$ cat config.mk
export PLATFORM = sky130hd
export DESIGN_NAME = kcs_mailbox
export DESIGN_NICKNAME = d
export VERILOG_FILES = /design/src/rtl/kcs_pkg.sv /design/src/rtl/kcs_channel.sv /design/src/rtl/kcs_status.sv /design/src/rtl/kcs_mailbox.sv
export SDC_FILE = /design/constraint.sdc
export NUM_CORES = 1
export LEC_CHECK = 0
export BUFFER_PORTS_ARGS = -buffer_cell sky130_fd_sc_hd__buf_2
export CORE_AREA = 2 2 61 63
export DETAILED_ROUTE_END_ITERATION = 7
export DIE_AREA = 0 0 63 65
export PLACE_DENSITY_LB_ADDON = 0.15
export SLEW_MARGIN = 20
export SYNTH_ARGS = -nofsm -noshare
export SYNTH_HDL_FRONTEND = slang
export SYNTH_SLANG_ARGS = --single-unit
$ cat constraint.sdc
create_clock -name clk -period 1.12 [get_ports clk]
set_input_delay 0.056 -clock clk [delete_from_list [all_inputs] [get_ports clk]]
set_output_delay 0.056 -clock clk [all_outputs]
set_load 0.03 [all_outputs]
$ cat src/rtl/kcs_pkg.sv
package kcs_pkg;
    localparam int DATA_W      = 8;
    localparam int OBF_BIT     = 0;
    localparam int IBF_BIT     = 1;
    localparam int CMD_BIT     = 3;
    localparam logic [DATA_W-1:0] HW_MASK = (DATA_W'(1) << OBF_BIT)
                                          | (DATA_W'(1) << IBF_BIT)
                                          | (DATA_W'(1) << CMD_BIT);
    localparam logic [DATA_W-1:0] SW_MASK = ~HW_MASK;

    localparam logic [1:0] MC_A_DATA = 2'd0;
    localparam logic [1:0] MC_A_STAT = 2'd1;
    localparam logic [1:0] MC_A_IREN = 2'd2;

    typedef enum logic {
        BUF_EMPTY = 1'b0,
        BUF_FULL  = 1'b1
    } buf_state_e;
endpackage

$ cat src/rtl/kcs_channel.sv
module kcs_channel
    import kcs_pkg::*;
#(
    parameter int W = 8
) (
    input  logic         clk,
    input  logic         rst_n,
    input  logic         wr_en,
    input  logic [W-1:0] wr_data,
    input  logic         rd_en,
    output logic         full,
    output logic [W-1:0] data
);
    buf_state_e   state_q, state_d;
    logic [W-1:0] data_q;

    always_ff @(posedge clk) begin
        if (!rst_n) begin
            state_q <= BUF_EMPTY;
        end else begin
            state_q <= state_d;
        end
    end

    always_ff @(posedge clk) begin
        if (!rst_n) begin
            data_q <= '0;
        end else if (wr_en) begin
            data_q <= wr_data;
        end
    end

    // Next state: LOAD, OVERWRITE (the write wins a collision), DRAIN.
    always_comb begin
        state_d = state_q;
        unique case (state_q)
            BUF_EMPTY: if (wr_en)           state_d = BUF_FULL;
            BUF_FULL:  if (rd_en && !wr_en) state_d = BUF_EMPTY;
            default:                        state_d = BUF_EMPTY;
        endcase
    end

    always_comb begin
        full = (state_q == BUF_FULL);
        data = data_q;
    end

    AST_FILL_ON_WRITE: assert property (@(posedge clk) disable iff (!rst_n)
        wr_en |=> (full && data == $past(wr_data)));
    AST_DRAIN_ON_READ: assert property (@(posedge clk) disable iff (!rst_n)
        (rd_en && !wr_en) |=> !full);
    AST_WRITE_WINS: assert property (@(posedge clk) disable iff (!rst_n)
        (rd_en && wr_en) |=> full);
    AST_DATA_HOLD: assert property (@(posedge clk) disable iff (!rst_n)
        !wr_en |=> $stable(data));
endmodule

$ cat src/rtl/kcs_status.sv
module kcs_status
    import kcs_pkg::*;
(
    input  logic              clk,
    input  logic              rst_n,
    input  logic              host_wr,
    input  logic              host_cmd,
    input  logic              sw_wr,
    input  logic              en_wr,
    input  logic [DATA_W-1:0] wdata,
    output logic              cmd_flag,
    output logic [DATA_W-1:0] sw_bits,
    output logic [1:0]        irq_en
);
    logic              cmd_q;
    logic [DATA_W-1:0] sw_q;
    logic [1:0]        en_q;

    always_ff @(posedge clk) begin
        if (!rst_n) begin
            cmd_q <= 1'b0;
            sw_q  <= '0;
            en_q  <= '0;
        end else begin
            if (host_wr) cmd_q <= host_cmd;
            if (sw_wr)   sw_q  <= wdata & SW_MASK;
            if (en_wr)   en_q  <= wdata[1:0];
        end
    end

    always_comb begin
        cmd_flag = cmd_q;
        sw_bits  = sw_q;
        irq_en   = en_q;
    end

    AST_SW_HOST_IMMUNE: assert property (@(posedge clk) disable iff (!rst_n)
        !sw_wr |=> $stable(sw_bits));
    AST_CMD_TRACKS_ADDR: assert property (@(posedge clk) disable iff (!rst_n)
        host_wr |=> (cmd_flag == $past(host_cmd)));
    AST_CMD_HOLD: assert property (@(posedge clk) disable iff (!rst_n)
        !host_wr |=> $stable(cmd_flag));
endmodule

$ cat src/rtl/kcs_mailbox.sv
module kcs_mailbox
    import kcs_pkg::*;
(
    input  logic              clk,
    input  logic              rst_n,
    input  logic              host_addr,
    input  logic              host_wr,
    input  logic              host_rd,
    input  logic [DATA_W-1:0] host_wdata,
    output logic [DATA_W-1:0] host_rdata,
    output logic              host_irq,
    input  logic [1:0]        mc_addr,
    input  logic              mc_wr,
    input  logic              mc_rd,
    input  logic [DATA_W-1:0] mc_wdata,
    output logic [DATA_W-1:0] mc_rdata,
    output logic              mc_irq
);
    logic              ibf, obf, cmd_flag;
    logic [DATA_W-1:0] idr, odr, sw_bits, status;
    logic [1:0]        irq_en;
    logic              mc_rd_data, mc_wr_data, mc_wr_stat, mc_wr_iren, host_rd_data;

    always_comb begin
        mc_rd_data   = mc_rd && (mc_addr == MC_A_DATA);
        mc_wr_data   = mc_wr && (mc_addr == MC_A_DATA);
        mc_wr_stat   = mc_wr && (mc_addr == MC_A_STAT);
        mc_wr_iren   = mc_wr && (mc_addr == MC_A_IREN);
        host_rd_data = host_rd && !host_addr;
    end

    kcs_channel #(.W(DATA_W)) u_inbound (
        .clk(clk), .rst_n(rst_n),
        .wr_en(host_wr), .wr_data(host_wdata), .rd_en(mc_rd_data),
        .full(ibf), .data(idr)
    );

    kcs_channel #(.W(DATA_W)) u_outbound (
        .clk(clk), .rst_n(rst_n),
        .wr_en(mc_wr_data), .wr_data(mc_wdata), .rd_en(host_rd_data),
        .full(obf), .data(odr)
    );

    kcs_status u_status (
        .clk(clk), .rst_n(rst_n),
        .host_wr(host_wr), .host_cmd(host_addr),
        .sw_wr(mc_wr_stat), .en_wr(mc_wr_iren), .wdata(mc_wdata),
        .cmd_flag(cmd_flag), .sw_bits(sw_bits), .irq_en(irq_en)
    );

    always_comb begin
        status          = sw_bits;
        status[OBF_BIT] = obf;
        status[IBF_BIT] = ibf;
        status[CMD_BIT] = cmd_flag;
    end

    always_comb begin
        host_rdata = host_addr ? status : odr;
        unique case (mc_addr)
            MC_A_DATA: mc_rdata = idr;
            MC_A_STAT: mc_rdata = status;
            MC_A_IREN: mc_rdata = {{(DATA_W-2){1'b0}}, irq_en};
            default:   mc_rdata = '0;
        endcase
        mc_irq   = ibf && irq_en[0];
        host_irq = obf && irq_en[1];
    end

    AST_MC_IRQ_NEEDS_IBF: assert property (@(posedge clk) disable iff (!rst_n)
        mc_irq |-> status[IBF_BIT]);
    AST_HOST_IRQ_NEEDS_OBF: assert property (@(posedge clk) disable iff (!rst_n)
        host_irq |-> status[OBF_BIT]);
    AST_STAT_HW_KEPT: assert property (@(posedge clk) disable iff (!rst_n)
        (mc_wr_stat && !host_wr && !mc_wr_data && !mc_rd_data && !host_rd_data)
        |=> (status[IBF_BIT:OBF_BIT] == $past(status[IBF_BIT:OBF_BIT])
             && status[CMD_BIT] == $past(status[CMD_BIT])));
    AST_HOST_STAT_RD_QUIET: assert property (@(posedge clk) disable iff (!rst_n)
        (host_rd && host_addr && !host_wr && !mc_wr && !mc_rd) |=> $stable(status));
endmodule

After elaboration in Yosys (flattened, before gate mapping)
Index checks and enable logic that the tools add are counted.
Word-level totals
  bits in latches: 0
  register bits: 26
  memory bits (writable): 0
  memories kept: 0
  output and inout bits: 18
  input port bits: 25
  ROM bits: 0
Cells by class
  muxes and demuxes: 8
  bitwise gates (word level): 2
  div/mod/pow operators: 0
  equality and inequality tests: 2
  magnitude comparators: 0
  multiply operators: 0
  add/sub/neg operators: 0
  reductions and logical operators: 13
  shift operators: 0
Operator list (number)
  case mux 8 bit (3 select lines): 1
  logical AND 1 bit: 9
  two-way mux 8 bit: 1
  two-way mux 1 bit: 4
  case mux 1 bit (2 select lines): 2
  zero test 1 bit: 3
  == test 2 x 1 -> 1 bit (second input constant): 1
  == test 2 bit (second input constant): 1
  zero test 2 bit: 1
  NOT 1 bit: 2

Longest topological paths before layout
  word-level depth: 6
  mapped depth: 5
  depth with buffers taken out: 3

Cells and area by module
From an unflattened synthesis, not the netlist that was laid out.
Second synthesis, totals
  cell total of the unflattened synthesis: 121
  area total of the unflattened synthesis: 1288.7 um^2
Modules (own cells, without submodules)
  kcs_channel: area an instance 335.3 um^2, cells each 28, times used 2
  kcs_status: area an instance 327.8 um^2, cells each 29, times used 1
  kcs_mailbox: area an instance 290.3 um^2, cells each 36, times used 1

Least setup slack after synthesis
Ideal clock, no wire load.
  kind: register to output
  from: reg u_inbound.state_q (netlist: u_inbound.full)
  to: out mc_rdata[1]
  cell stages (with the launch flop): 3
  path buffers: 0
  path slack: -0.011 ns
  arrival time: 1.075 ns
  cell sequence: dfxtp_1 mux2i_1 o21ai_0
On the way
  word-level cells in the longest chain between the ends: 1
RTL lines
  start: declaration: RTL line kcs_channel.sv:14  | buf_state_e state_q, state_d;
  start signal: assignment: RTL line kcs_channel.sv:21  | state_q <= state_d;
  case mux 8 bit (3 select lines): RTL line kcs_mailbox.sv:60  | unique case (mc_addr)
  end: declaration: RTL line kcs_mailbox.sv:16  | output logic [DATA_W-1:0] mc_rdata,
No other way between the ends.

Worst setup path in the final report
  from: reg u_status.sw_q[7] (netlist: u_status.sw_bits[7])
  to: out mc_rdata[7]
On the way
  word-level cells in the longest chain between the ends: 1
RTL lines
  start: declaration: RTL line kcs_status.sv:16  | logic [DATA_W-1:0] sw_q;
  start signal: assignment: RTL line kcs_status.sv:26  | if (sw_wr) sw_q <= wdata & SW_MASK;
  case mux 8 bit (3 select lines): RTL line kcs_mailbox.sv:60
No other way between the ends.

==> flow_summary_export.csv <==
group,metric,value,unit
timing,worst_slack,-28.7,ps
yosys,synth_edf_count,0,
yosys,syn_nets,155,
final_layout,nNetsFinal,214,
placed_design,numPortBuffers,42,
cts,cts_sinks,26,
global_routing,grt_max_degree,25,
timing,rsz0062_at_grt,"yes",
drt,drc,0,
power,ir_drop,0.425,mV
drt,wl_met2,1420,um
cts,cts-root-buf,"clkbuf_4",
yosys,synthMuxAreaShare,0.227,
global_routing,grt_pass1_wl,5040,um
yosys,synth_xor_xnor_area_share,0,
drt,via_per_inst,4.64,
cts,htreeDepth,1,
yosys,avgSynthCellArea,9.48,sq um
die,start_util,0.353,
final_layout,final_util,0.523,
critical_path,cp.arrival,1090,ps
final_layout,design_area,1830,sq um
timing,worst_pin_slew,346,ps
power,p_total,1.87,mW
timing,fmax,871,MHz
timing,fin_skew,0,ps
yosys,synth-simple-area-share,0.199,
timing,maxSlewViolCount,0,
yosys,seq_area_frac_synth,0.422,
drt,ant_nets,0,
drt,highest_layer,"met4",
cts,cts_tree,"built",
yosys,netlist.area_leader.share,0.422,
outcome,violations,"setup timing",
drt,wl_met1,1440,um
placed_design,dp.cells,215,
drt,met3_length,120,um
timing,max-slew-margin-rel,0.769,
yosys,synth_warnings,0,
power,power_density,1030,nW/um^2
cts,clk_pin_slew,140,ps
critical_path,cp-end-kind,"output pin",
die,io_pins,43,
cts,clk_path_buf_depth,2,
yosys,synth-compound-area-share,0.103,
yosys,synth_top_family_by_area,"multiplexers",
timing,setup_viol,10,
yosys,yosysMostFrequentCell,"dfxtp_1",
die,core_area,3500,sq um
drt,drtIter0Drc,34,
critical_path,critPathRequiredTime,1060,ps
placed_design,hpwlAfterDp,2060,um
final_layout,diodes,0,
power,cellLeakagePower,0.840,nW
timing,period_share,1.03,
final_layout,drive_gt1_frac,0.441,
yosys,synth-seq-cells,26,
final_layout,area_growth,48.3,%
critical_path,worst_setup_path_start_kind,"flip-flop",
global_routing,antenna_found_initial,0,
placed_design,post-place-ws,69.0,ps
cts,numCtsBuffers,3,
yosys,synthArstFlopShare,0,
timing,setup_tns,-166,ps
drt,vias,1096,
drt,drtPass1Iterations,4,
die,die_area,4100,sq um
cts,clock_latency,320,ps
timing,hold_viol_final,0,
yosys,synthCells,130,
yosys,synthFlopType,"dfxtp_1",
yosys,synthAdderAreaFrac,0,
die,die_w,63,um
worst_hold_path,hold_path.class,"primary input to flip-flop",
placed_design,dpl-instance-area,1510,sq um
drt,drt-total-wl,3030,um
timing,period_needed,1150,ps
die,die_y,65,um
yosys,yosysTopAreaCell,"dfxtp_1",
final_layout,fin_cells,236,
outcome,status,"finished with violations",
job,maxCapViolations,0,
drt,wire_per_inst,12.8,um
timing,hold_ws,10.0,ps
critical_path,crit_path_max_fanout,3,
critical_path,worst-setup-path-type,"flip-flop to output pin",
placed_design,gp_congestion,0.769,
yosys,synth.distinct_cells,20,
global_routing,grt_overflow,0,
yosys,syn_area,1230,sq um
global_routing,grt_pass1_vias,1080,
yosys,ys_top_cells_by_area,"dfxtp_1 (42%), mux2i_1 (15%), mux2_2 (7.3%), o21ai_2 (5.7%), nor2b_1 (5.1%)",
yosys,synth_commonest_cells,"dfxtp_1 (26), mux2i_1 (19), nand2_1 (13)",
global_routing,grt_usage,0.159,
die,rows,22,
[worst max-delay path, cell delays in order, from the launching register on]
cell     delay [ps]
dfxtp_2         360
mux2i_1          80
nor2_1          150
buf_4           190
[layer usage]
metal  GRT usage  up-vias
li1            -      564
met1       0.199      501
met2       0.269       26
met3      0.0295        5
met4      0.0667        0
met5           0        -
[layout by cell type (no fill, tap or decap), types with 4 or more instances in the layout]
master,Yosys,final
nor2_1,7,7
o21ai_0,9,7
nor2b_1,10,10
nand2_1,13,13
clkbuf_4,0,4
mux2i_1,19,19
o21ai_2,8,8
dfxtp_2,0,12
dfxtp_1,26,14
buf_4,1,13
buf_2,6,25
buf_6,1,8
dlygate4sd3_1,0,15
nand3_1,12,12
mux2_4,0,8
[kinds of logic (layout without fill, tap and decap cells)]
kind of cell / count (synthesis) / in the layout
AO/OA/AOI/OAI: 18 / 18
buffers and inverters: 11 / 69
flip-flops: 26 / 26
multiplexers: 27 / 27
AND/OR/NAND/NOR: 48 / 48
[report_power, final]
group | total [mW] | switching, mW | internal [mW] | leakage, nW
combinational | 0.401 | 0.196 | 0.205 | 0.602
sequential | 0.996 | 0.0257 | 0.971 | 0.218
clock | 0.477 | 0.278 | 0.199 | 0.0210
total | 1.87 | 0.500 | 1.37 | 0.840
[timing repair]
item                       in CTS  in global routing
setup endpoints to repair      17                 18
resized for setup              34                 13
setup buffers                   1                  1
hold endpoints to repair       15                  0
pin swaps                       0                  0
hold buffers                   15                  0
[sequential cells by signal (all words and copies together) (netlist names)]
signal and count:
u_outbound.full 1, u_outbound.data 8, u_status.cmd_flag 1, u_status.irq_en 2
u_status.sw_bits 5, u_inbound.full 1, u_inbound.data 8
[layout make-up]
type / count / area [sq um]
Multi-Input combinational cell: 93 / 682
Inverter: 1 / 3.75
Clock buffer: 4 / 36.3
Tap cell: 48 / 60.1
Timing Repair Buffer: 64 / 510
Sequential cell: 26 / 536
Fill cell: 355 / 1670
[final timing paths]
kind | startpoint | end | slack, ps | depth (start not counted)
worst max-delay path | u_status.sw_bits[7] | mc_rdata[7] | -30 | 3
worst min-delay path | mc_wdata[6] | u_outbound.data[6] | 10 | 3
worst max register to register | u_outbound.full | u_outbound.full | 410 | 2
worst min register to register | u_outbound.data[0] | u_outbound.data[0] | 480 | 2
(Power assumes the default switching activity.)
